==> src/rtl/rowrot_pkg.sv <==
package rowrot_pkg;

  typedef enum logic {
    ROT_LEFT  = 1'b0,
    ROT_RIGHT = 1'b1
  } rot_dir_e;

  // Source column feeding (row, col) for a given rotation sense.
  function automatic int src_column(int row, int col, int ncols, bit right);
    int s;
    if (right) s = (col - (row % ncols) + ncols) % ncols;
    else       s = (col + row) % ncols;
    return s;
  endfunction

  // Bit offset (from the LSB) of byte k in a word of nbytes bytes of width bw,
  // byte 0 being the most significant.
  function automatic int byte_lsb(int k, int nbytes, int bw);
    return (nbytes - 1 - k) * bw;
  endfunction

endpackage

==> src/rtl/bit_weave.sv <==
// Swaps odd bit positions between two words, byte by byte.
// Even bits stay in their word, odd bits cross to the partner word.
// The mapping is its own inverse, so one module serves both to weave
// the paths together and to sort them apart again.
module bit_weave #(
  parameter int BYTE_W  = 8,
  parameter int N_BYTES = 16
) (
  input  logic [BYTE_W*N_BYTES-1:0] lane_x,
  input  logic [BYTE_W*N_BYTES-1:0] lane_y,
  output logic [BYTE_W*N_BYTES-1:0] mix_p,
  output logic [BYTE_W*N_BYTES-1:0] mix_q
);
  localparam int W = BYTE_W * N_BYTES;

  for (genvar p = 0; p < N_BYTES; p++) begin : g_byte
    for (genvar i = 0; i < BYTE_W; i++) begin : g_bit
      localparam int POS = p * BYTE_W + i;
      if ((i % 2) == 0) begin : g_keep
        assign mix_p[POS] = lane_x[POS];
        assign mix_q[POS] = lane_y[POS];
      end else begin : g_cross
        assign mix_p[POS] = lane_y[POS];
        assign mix_q[POS] = lane_x[POS];
      end
    end
  end

  // W is kept for readers sizing neighbours
  if (W < 2) begin : g_width_guard
    initial $display("bit_weave: degenerate width %0d", W);
  end
endmodule

==> src/rtl/row_rotator.sv <==
// Byte-granular row rotation of a column-major state matrix.
module row_rotator #(
  parameter int BYTE_W = 8,
  parameter int N_ROWS = 4,
  parameter int N_COLS = 4
) (
  input  logic                              inv,
  input  logic [BYTE_W*N_ROWS*N_COLS-1:0]   din,
  output logic [BYTE_W*N_ROWS*N_COLS-1:0]   dout
);
  import rowrot_pkg::*;

  localparam int N_BYTES = N_ROWS * N_COLS;

  for (genvar c = 0; c < N_COLS; c++) begin : g_col
    for (genvar r = 0; r < N_ROWS; r++) begin : g_row
      localparam int DST   = c * N_ROWS + r;
      localparam int SRC_L = src_column(r, c, N_COLS, 1'b0) * N_ROWS + r;
      localparam int SRC_R = src_column(r, c, N_COLS, 1'b1) * N_ROWS + r;
      localparam int D_LSB = byte_lsb(DST,   N_BYTES, BYTE_W);
      localparam int L_LSB = byte_lsb(SRC_L, N_BYTES, BYTE_W);
      localparam int R_LSB = byte_lsb(SRC_R, N_BYTES, BYTE_W);

      always_comb begin
        if (inv == ROT_RIGHT) dout[D_LSB +: BYTE_W] = din[R_LSB +: BYTE_W];
        else                  dout[D_LSB +: BYTE_W] = din[L_LSB +: BYTE_W];
      end
    end
  end
endmodule

==> src/rtl/path_compare.sv <==
// Per-byte disagreement map between the two recovered paths.
module path_compare #(
  parameter int BYTE_W  = 8,
  parameter int N_BYTES = 16
) (
  input  logic [BYTE_W*N_BYTES-1:0] path_a,
  input  logic [BYTE_W*N_BYTES-1:0] path_b,
  output logic [N_BYTES-1:0]        byte_diff
);
  for (genvar k = 0; k < N_BYTES; k++) begin : g_cmp
    assign byte_diff[k] = |(path_a[k*BYTE_W +: BYTE_W] ^ path_b[k*BYTE_W +: BYTE_W]);
  end
endmodule

==> src/rtl/dual_row_shift.sv <==
module dual_row_shift #(
  parameter int BYTE_W  = 8,
  parameter int N_ROWS  = 4,
  parameter int N_COLS  = 4,
  parameter bit REG_OUT = 1'b1
) (
  input  logic                            clk,
  input  logic                            rst_n,
  input  logic                            dir_inv,
  input  logic [BYTE_W*N_ROWS*N_COLS-1:0] a_in,
  input  logic [BYTE_W*N_ROWS*N_COLS-1:0] b_in,
  output logic [BYTE_W*N_ROWS*N_COLS-1:0] a_out,
  output logic [BYTE_W*N_ROWS*N_COLS-1:0] b_out,
  output logic                            mismatch
);
  localparam int N_BYTES = N_ROWS * N_COLS;
  localparam int W       = BYTE_W * N_BYTES;
  localparam int ROW0_W  = BYTE_W * N_COLS;

  // named internal events
  logic [W-1:0]       woven_p, woven_q;
  logic [W-1:0]       rot_p, rot_q;
  logic [W-1:0]       a_rec, b_rec;
  logic [N_BYTES-1:0] diff_bytes;
  logic               mismatch_c;

  bit_weave #(.BYTE_W(BYTE_W), .N_BYTES(N_BYTES)) u_weave (
    .lane_x(a_in), .lane_y(b_in), .mix_p(woven_p), .mix_q(woven_q)
  );

  row_rotator #(.BYTE_W(BYTE_W), .N_ROWS(N_ROWS), .N_COLS(N_COLS)) u_rot_p (
    .inv(dir_inv), .din(woven_p), .dout(rot_p)
  );

  row_rotator #(.BYTE_W(BYTE_W), .N_ROWS(N_ROWS), .N_COLS(N_COLS)) u_rot_q (
    .inv(dir_inv), .din(woven_q), .dout(rot_q)
  );

  bit_weave #(.BYTE_W(BYTE_W), .N_BYTES(N_BYTES)) u_unweave (
    .lane_x(rot_p), .lane_y(rot_q), .mix_p(a_rec), .mix_q(b_rec)
  );

  path_compare #(.BYTE_W(BYTE_W), .N_BYTES(N_BYTES)) u_cmp (
    .path_a(a_rec), .path_b(b_rec), .byte_diff(diff_bytes)
  );

  assign mismatch_c = |diff_bytes;

  if (REG_OUT) begin : g_reg
    logic armed_q;
    logic [ROW0_W-1:0] row0_in, row0_out;

    always_ff @(posedge clk or negedge rst_n) begin
      if (!rst_n) begin
        a_out    <= '0;
        b_out    <= '0;
        mismatch <= 1'b0;
        armed_q  <= 1'b0;
      end else begin
        a_out    <= a_rec;
        b_out    <= b_rec;
        mismatch <= mismatch_c;
        armed_q  <= 1'b1;
      end
    end

    for (genvar c = 0; c < N_COLS; c++) begin : g_row0
      localparam int LSB = (N_BYTES - 1 - c * N_ROWS) * BYTE_W;
      assign row0_in [c*BYTE_W +: BYTE_W] = a_in [LSB +: BYTE_W];
      assign row0_out[c*BYTE_W +: BYTE_W] = a_out[LSB +: BYTE_W];
    end


    mismatch_tracks_inputs_chk: assert property (@(posedge clk) disable iff (!rst_n)
      armed_q |-> (mismatch == ($past(a_in) != $past(b_in))));


    row0_unmoved_chk: assert property (@(posedge clk) disable iff (!rst_n)
      armed_q |-> (row0_out == $past(row0_in)));


    ones_preserved_chk: assert property (@(posedge clk) disable iff (!rst_n)
      armed_q |-> ($countones(a_out) == $past($countones(a_in))));


    paths_agree_chk: assert property (@(posedge clk) disable iff (!rst_n)
      !mismatch |-> (a_out == b_out));


    path_a_isolated_chk: assert property (@(posedge clk) disable iff (!rst_n)
      (armed_q && $past(a_in) == $past(a_in, 2) && $past(dir_inv) == $past(dir_inv, 2)
       && $past(armed_q)) |-> $stable(a_out));
  end else begin : g_comb
    assign a_out    = a_rec;
    assign b_out    = b_rec;
    assign mismatch = mismatch_c;
  end
endmodule

==> config.mk <==
export PLATFORM = sky130hd
export DESIGN_NAME = dual_row_shift
export DESIGN_NICKNAME = d
export VERILOG_FILES = /design/src/rtl/rowrot_pkg.sv /design/src/rtl/bit_weave.sv /design/src/rtl/row_rotator.sv /design/src/rtl/path_compare.sv /design/src/rtl/dual_row_shift.sv
export SDC_FILE = /design/constraint.sdc
export NUM_CORES = 1
export LEC_CHECK = 0
export BUFFER_PORTS_ARGS = -buffer_cell sky130_fd_sc_hd__buf_4
export CAP_MARGIN = 20
export CELL_PAD_IN_SITES_DETAIL_PLACEMENT = 2
export CELL_PAD_IN_SITES_GLOBAL_PLACEMENT = 2
export CORE_ASPECT_RATIO = 0.5
export CORE_UTILIZATION = 28
export DETAILED_ROUTE_END_ITERATION = 16
export PLACE_DENSITY = 0.89
export SLEW_MARGIN = 0
export SYNTH_ARGS = -nofsm -noshare
export SYNTH_HDL_FRONTEND = slang
export SYNTH_SLANG_ARGS = --single-unit
==> constraint.sdc <==
create_clock -name clk -period 0.8 [get_ports clk]
set_clock_uncertainty 0.2 [all_clocks]
set_input_delay 0.08 -clock clk [delete_from_list [all_inputs] [get_ports clk]]
set_output_delay 0.08 -clock clk [all_outputs]
set_load 0.05 [all_outputs]
==> results of run 1 <==
==> cell families after synthesis <==
family | count (synthesis)
DFF | 257
xor gates and xnor gates | 117
muxes | 112
and+or+nand+nor | 83
AOI/OAI and AO/OA | 39
buffers and inverters | 39
==> through the flow <==
| stage | hold WS, ns | worst slack, ns |
|---|---|---|
| CTS | -0.427 | -0.807 |
| floorplan | -0.416 | -0.721 |
| global placement | -0.132 | -1.27 |
| detailed placement | -0.127 | -1.64 |
==> synth_stat cells (4+ instances only) <==
cell type	instances
nand2b_1	5
o21ai_0	21
xor2_1	41
inv_1	22
nor4_1	13
buf_2	11
xnor2_1	76
nor3_1	7
mux2_2	107
nand2_1	19
nand4_1	21
dfrtp_1	257
nor2_1	4
nand3_1	4
==> repair_timing <==
action / 4_1_cts
setup endpoints to repair: 330
cloned: 6
hold endpoints to repair: 514
resized for setup: 300
setup buffers: 1
pin swaps: 7
hold buffers: 164
==> flow_summary.html, run 1 <==
<table>
<tr><th>Metric</th><th>Value</th></tr>
<tr><th colspan="2">Outcome</th></tr>
<tr><td>First Error</td><td>[ERROR DPL-0033] detailed placement checks failed during check placement.</td></tr>
<tr><td>Status</td><td>did not finish</td></tr>
<tr><td>Stage at which the flow ended</td><td>global routing (5_1_grt)</td></tr>
<tr><th colspan="2">Timing</th></tr>
<tr><td>Critical endpoint after global-route timing repair</td><td>mismatch$_DFF_PN0_/D</td></tr>
<tr><td>Worst EP kind</td><td>register input</td></tr>
<tr><th colspan="2">Yosys</th></tr>
<tr><td>Post-Synth XOR/XNOR Area</td><td>10.7%</td></tr>
<tr><td>Compound-Gate Fraction of Synth Area</td><td>under 10%</td></tr>
<tr><td>Post-synthesis cell type with the largest combined area</td><td>dfrtp_1</td></tr>
<tr><td>Number of enable flip-flop cells after synthesis</td><td>0</td></tr>
<tr><td>Proportion of synthesized area in mux cells</td><td>a little over an eighth</td></tr>
<tr><td>Simple-gate share of the synthesized area</td><td>just under 5%</td></tr>
<tr><td>Warning count from the yosys run</td><td>0</td></tr>
<tr><td>Avg Inst Size Synth</td><td>about 15 um^2</td></tr>
<tr><td>Netlist cell types</td><td>36</td></tr>
<tr><td>Net count after synthesis</td><td>a little over 900</td></tr>
<tr><td>Async SR Flop Fraction</td><td>100%</td></tr>
<tr><td>Proportion of netlist area held by the largest area contributor</td><td>66.9%</td></tr>
<tr><td>Share of synthesized area occupied by flip-flops and latches</td><td>approximately two thirds</td></tr>
<tr><td>Synthesized instance count</td><td>between 600 and 700</td></tr>
<tr><td>Post-synth design cell area</td><td>slightly below 0.01 mm^2</td></tr>
<tr><td>Adder-cell area share of the yosys netlist</td><td>0%</td></tr>
<tr><td>Main combinational cell family by area after synthesis</td><td>multiplexers</td></tr>
<tr><td>Cell types with the largest area share after synthesis</td><td>dfrtp_1 (67%), mux2_2 (13%), xnor2_1 (6.9%)</td></tr>
<tr><td>Top flip-flop cell by instance count after synthesis</td><td>dfrtp_1</td></tr>
<tr><td>Seq cells post-synth</td><td>257</td></tr>
<tr><th colspan="2">Place</th></tr>
<tr><td>Half-perimeter wire length after detailed placement</td><td>around 43,000 um</td></tr>
<tr><td>Post-Place Cell Area</td><td>between 0.015 and 0.02 mm^2</td></tr>
<tr><td>Input/output buffers</td><td>about 520</td></tr>
<tr><td>Cell count after placement</td><td>between 1,500 and 2,000</td></tr>
<tr><td>Final GP Congestion</td><td>between 0.9 and 1</td></tr>
<tr><th colspan="2">Die</th></tr>
<tr><td>Row count</td><td>47</td></tr>
<tr><td>Top Ports</td><td>around 520</td></tr>
<tr><td>Effective utilization at floorplan</td><td>around 29%</td></tr>
<tr><td>Die extent in x</td><td>264 um</td></tr>
<tr><td>Die height</td><td>between 100 and 150 um</td></tr>
<tr><th colspan="2">Clocking</th></tr>
<tr><td>Maximum clock insertion buffer count</td><td>3</td></tr>
<tr><td>Clock buffer count from CTS</td><td>26</td></tr>
<tr><td>Clock sink count</td><td>257</td></tr>
<tr><td>Clock Tree Root</td><td>clkbuf_16</td></tr>
<tr><td>Clock H-tree levels</td><td>1</td></tr>
<tr><th colspan="2">Global routing</th></tr>
<tr><td>Maximum number of pins on one net before global-route repair</td><td>52</td></tr>
<tr><td>Number of antenna violations at the first check in global routing</td><td>23</td></tr>
</table>
==> inputs of run 2 (changes only) <==
--- a/config.mk
+++ b/config.mk
@@ -7,12 +7,10 @@
 export LEC_CHECK = 0
 export BUFFER_PORTS_ARGS = -buffer_cell sky130_fd_sc_hd__buf_4
 export CAP_MARGIN = 20
-export CELL_PAD_IN_SITES_DETAIL_PLACEMENT = 2
-export CELL_PAD_IN_SITES_GLOBAL_PLACEMENT = 2
-export CORE_ASPECT_RATIO = 0.5
-export CORE_UTILIZATION = 28
+export CORE_AREA = 2 2 200 202
 export DETAILED_ROUTE_END_ITERATION = 16
-export PLACE_DENSITY = 0.89
+export DIE_AREA = 0 0 202 204
+export PLACE_DENSITY_LB_ADDON = 0.15
 export SLEW_MARGIN = 0
 export SYNTH_ARGS = -nofsm -noshare
 export SYNTH_HDL_FRONTEND = slang
==> run 2 against run 1 <==
Effect of this change:
- the flow now finishes, with violations (hold timing, setup timing)
- synthesized cell count unchanged
- synthesized area unchanged
==> flow_summary.html, run 2 <==
<table>
<tr><th>Metric</th><th>Value</th></tr>
<tr><th colspan="2">Clocking</th></tr>
<tr><td>Clock Tree Root</td><td>clkbuf_16</td></tr>
<tr><td>Clock H-tree levels</td><td>1 (unchanged)</td></tr>
<tr><td>Clock tree from TritonCTS</td><td>yes</td></tr>
<tr><td>Clock Pin Slew Worst Setup and Hold Paths</td><td>approximately 0.060 ns</td></tr>
<tr><td>Maximum clock insertion buffer count</td><td>3 (unchanged)</td></tr>
<tr><td>Clock sink count</td><td>257 (unchanged)</td></tr>
<tr><td>Clock buffer count from CTS</td><td>31 (+19%)</td></tr>
<tr><th colspan="2">Yosys</th></tr>
<tr><td>Share of synthesized area occupied by flip-flops and latches</td><td>66.9% (unchanged)</td></tr>
<tr><td>Warning count from the yosys run</td><td>0 (unchanged)</td></tr>
<tr><td>Count leader, synth</td><td>dfrtp_1</td></tr>
<tr><td>Most frequent cells after synthesis</td><td>dfrtp_1 (257), mux2_2 (107), xnor2_1 (76)</td></tr>
<tr><td>Proportion of netlist area held by the largest area contributor</td><td>66.9% (unchanged)</td></tr>
<tr><td>Async SR Flop Fraction</td><td>100% (unchanged)</td></tr>
<tr><td>Synthesized instance count</td><td>647 (unchanged)</td></tr>
<tr><td>Cell types with the largest area share after synthesis</td><td>dfrtp_1 (67%), mux2_2 (13%), xnor2_1 (6.9%)</td></tr>
<tr><td>Net count after synthesis</td><td>906 (unchanged)</td></tr>
<tr><td>Number of enable flip-flop cells after synthesis</td><td>0 (unchanged)</td></tr>
<tr><td>Post-synthesis cell type with the largest combined area</td><td>dfrtp_1</td></tr>
<tr><td>Seq cells post-synth</td><td>257 (unchanged)</td></tr>
<tr><td>Avg Inst Size Synth</td><td>14.9 um^2 (unchanged)</td></tr>
<tr><td>Netlist cell types</td><td>36 (unchanged)</td></tr>
<tr><td>Post-synth design cell area</td><td>0.00961 mm^2 (unchanged)</td></tr>
<tr><td>Top flip-flop cell by instance count after synthesis</td><td>dfrtp_1</td></tr>
<tr><th colspan="2">Timing</th></tr>
<tr><td>Final hold violation count</td><td>approximately 470</td></tr>
<tr><td>Maximum clock frequency</td><td>roughly 670 MHz</td></tr>
<tr><td>Unrepaired setup endpoints after global routing</td><td>yes</td></tr>
<tr><td>Min Clock Period, post-route</td><td>about 1.5 ns</td></tr>
<tr><td>Post-route worst hold slack</td><td>-0.718 ns</td></tr>
<tr><td>Worst Setup Slack, final</td><td>-0.683 ns</td></tr>
<tr><td>Transition time at the pin with the least slew margin</td><td>0.516 ns</td></tr>
<tr><td>Slew Limit Headroom</td><td>~65%</td></tr>
<tr><td>Final worst-path cycle share</td><td>185%</td></tr>
<tr><td>Number of setup violations in the final report</td><td>between 200 and 300</td></tr>
<tr><td>Count of final max-slew check failures</td><td>0</td></tr>
<tr><th colspan="2">Global routing</th></tr>
<tr><td>Number of antenna violations at the first check in global routing</td><td>2</td></tr>
<tr><td>Maximum number of pins on one net before global-route repair</td><td>54</td></tr>
<tr><td>Global-route wire length before repair</td><td>57,800 um</td></tr>
<tr><td>Vias in the first global route</td><td>roughly 9,600</td></tr>
<tr><td>Total gr overflow</td><td>0</td></tr>
<tr><td>Total GRT Usage</td><td>between 10% and 20%</td></tr>
<tr><th colspan="2">Power</th></tr>
<tr><td>IR Drop Worst-Case VDD</td><td>~1.4 mV</td></tr>
<tr><td>Lkg Pwr</td><td>around 8.9 nW</td></tr>
<tr><td>Power per cell area</td><td>between 1500 and 2000 mW/mm^2</td></tr>
<tr><th colspan="2">Cells and area</th></tr>
<tr><td>Number of fill cells</td><td>between 3,000 and 4,000</td></tr>
<tr><td>Nets@finish</td><td>around 1,800</td></tr>
<tr><td>Largest registers in the final layout</td><td>a_out (128), b_out (128), mismatch (1)</td></tr>
<tr><td>Post-Layout Cell Count</td><td>roughly 2,100</td></tr>
<tr><td>Area growth from synthesis to layout</td><td>107%</td></tr>
<tr><td>Multi-input combinational cell area</td><td>between 0.003 and 0.004 mm^2</td></tr>
<tr><td>Antenna Cells</td><td>0</td></tr>
<tr><td>Most common cell after layout, fill and taps aside</td><td>buf_4</td></tr>
<tr><td>Footprint of the flip-flops and latches</td><td>around 0.0068 mm^2</td></tr>
<tr><td>Leading cell types in the layout, fill and taps excluded</td><td>buf_4 (414), buf_6 (260), dfrtp_2 (256)</td></tr>
<tr><td>Final Util</td><td>50.8%</td></tr>
<tr><td>Layout cell share with drive strength beyond 1</td><td>between 70 and 80%</td></tr>
<tr><td>Area of all placed cells without fillers</td><td>0.0199 mm^2</td></tr>
<tr><th colspan="2">Run</th></tr>
<tr><td>Number of max-cap violations</td><td>0</td></tr>
<tr><th colspan="2">Die</th></tr>
<tr><td>Top Ports</td><td>516 (unchanged)</td></tr>
<tr><td>Die height</td><td>204 um (+53%)</td></tr>
<tr><td>CORE AREA</td><td>around 0.039 mm^2</td></tr>
<tr><td>Full die area</td><td>between 0.04 and 0.05 mm^2</td></tr>
<tr><td>Effective utilization at floorplan</td><td>24.5% (-4.2 points)</td></tr>
<tr><td>Die extent in x</td><td>202 um (-23%)</td></tr>
<tr><td>Row count</td><td>73 (+55%)</td></tr>
<tr><th colspan="2">Critical path</th></tr>
<tr><td>Buffers &amp; Inverters on Critical Path</td><td>2</td></tr>
<tr><td>Top fanout value on the critical path</td><td>3</td></tr>
<tr><td>Nature of the critical path startpoint</td><td>input pin</td></tr>
<tr><td>Top delay family on crit path</td><td>buffers and inverters</td></tr>
<tr><td>Arrival time at the worst endpoint</td><td>1.73 ns</td></tr>
<tr><td>WP data required</td><td>1.05 ns</td></tr>
<tr><td>Startpoint-to-endpoint class of the critical path</td><td>input pin to flip-flop</td></tr>
<tr><td>Crit. End Element</td><td>flip-flop</td></tr>
<tr><td>Cells traversed along the worst timing path</td><td>buf_4 &gt; dlygate4sd3_1 &gt; a221oi_1 &gt; nand4b_1 &gt; a221oi_2 &gt; o211ai_1</td></tr>
<tr><td>Max incr delay on CP</td><td>slightly above 0.6 ns</td></tr>
<tr><td>Max stage delay cell, worst path</td><td>dlygate4sd3_1</td></tr>
<tr><th colspan="2">Route</th></tr>
<tr><td>Vias per Instance</td><td>about 4.1</td></tr>
<tr><td>Number of iterations in the first detailed-routing pass</td><td>5</td></tr>
<tr><td>Remaining routing DRC violations</td><td>0</td></tr>
<tr><td>Wire per inst</td><td>roughly 19 um</td></tr>
<tr><td>Total detailed-routing wirelength</td><td>39,400 um</td></tr>
<tr><td>Vias</td><td>roughly 8,600</td></tr>
<tr><td>Iter 0 DRT Violations</td><td>roughly 210</td></tr>
<tr><td>Number of nets still failing antenna checks after routing</td><td>0</td></tr>
<tr><th colspan="2">Worst hold path</th></tr>
<tr><td>Worst hold-check path type</td><td>input pin to asynchronous set/reset pin</td></tr>
<tr><th colspan="2">Outcome</th></tr>
<tr><td>Status</td><td>finished with violations</td></tr>
<tr><td>Failing checks</td><td>hold timing, setup timing</td></tr>
<tr><th colspan="2">Place</th></tr>
<tr><td>Final GP Congestion</td><td>0.814 (-16%)</td></tr>
<tr><td>Post-Place Cell Area</td><td>0.0158 mm^2 (-0.41%)</td></tr>
<tr><td>Cell count after placement</td><td>1,841 (+3.8%)</td></tr>
<tr><td>Input/output buffers</td><td>515 (unchanged)</td></tr>
<tr><td>Half-perimeter wire length after detailed placement</td><td>30,100 um (-30%)</td></tr>
</table>
==> run 2: area by class of cell <==
type / instances / area share, %
repair buffers: 865 / 41.0
flip-flops and latches: 257 / 33.9
multi-input cells: 351 / 15.9
clock buffers: 40 / 4.32
well taps: 525 / 3.30
clock inverters: 18 / 1.16
inverters: 22 / 0.415
==> run 2: per-layer routing <==
metal	part of all wire, %	wire length, um	global-route usage [%]	vias to the layer above
li1	-	-	-	3995
met1	37	14700	20.8	4197
met2	52	20500	33.7	320
met3	8.5	3370	6.07	52
met4	1.9	750	4.49	4
met5	0.046	18	0	-
==> run 2: worst min-delay path: stages <==
cell and delay [ns]:
buf_8 0.07, buf_12 0.08, buf_12 0.18
==> run 2: worst paths after layout <==
check | start | end | slack [ns] | cells past startpoint
max | a_in[84] | mismatch | -0.68 | 6
min | rst_n | b_out[97] | -0.72 | 3
max in group asynchronous | rst_n | b_out[24] | 0.57 | 5
min in group clk | a_in[75] | a_out[11] | -0.57 | 1
==> run 2: through the flow <==
stage                     setup WS [ns]  setup TNS [ns]  power (W)
after detailed placement          -1.71          -93.41     0.0231
after global placement            -1.72          -92.50     0.0231
after CTS                        -0.695         -161.86     0.0395
after floorplan                  -0.721          -50.38     0.0189
after global routing             -0.789         -165.05     0.0408
final                            -0.683         -154.11     0.0392
==> run 2: what timing repair did <==
| item | CTS | global route |
|---|---|---|
| endpoints found under the setup margin | 339 | 304 |
| gates resized for setup | 284 | 18 |
| buffers inserted | 5 | 0 |
| cloned | 0 | 2 |
| endpoints found under the hold margin | 514 | 487 |
| pin swaps | 17 | 5 |
| hold buffers | 145 | 29 |
==> run 2: where the power goes <==
part / total, W / internal [W] / leakage, nW / switching [W]
Clock: 0.0148 / 0.00917 / 0.545 / 0.00567
Combinational: 0.0100 / 0.00457 / 5.64 / 0.00543
Sequential: 0.0144 / 0.0140 / 2.74 / 0.000420
==> run 2: cells by family after synthesis <==
family / count (synthesis) / share of synthesized area, %
simple gates: 83 / 4.87
buf+inv: 39 / 1.78
mux: 112 / 13.2
flops: 257 / 66.9
xor+xnor: 117 / 10.7
compound gates: 39 / 2.60
Power figures use the tool's default switching activity.
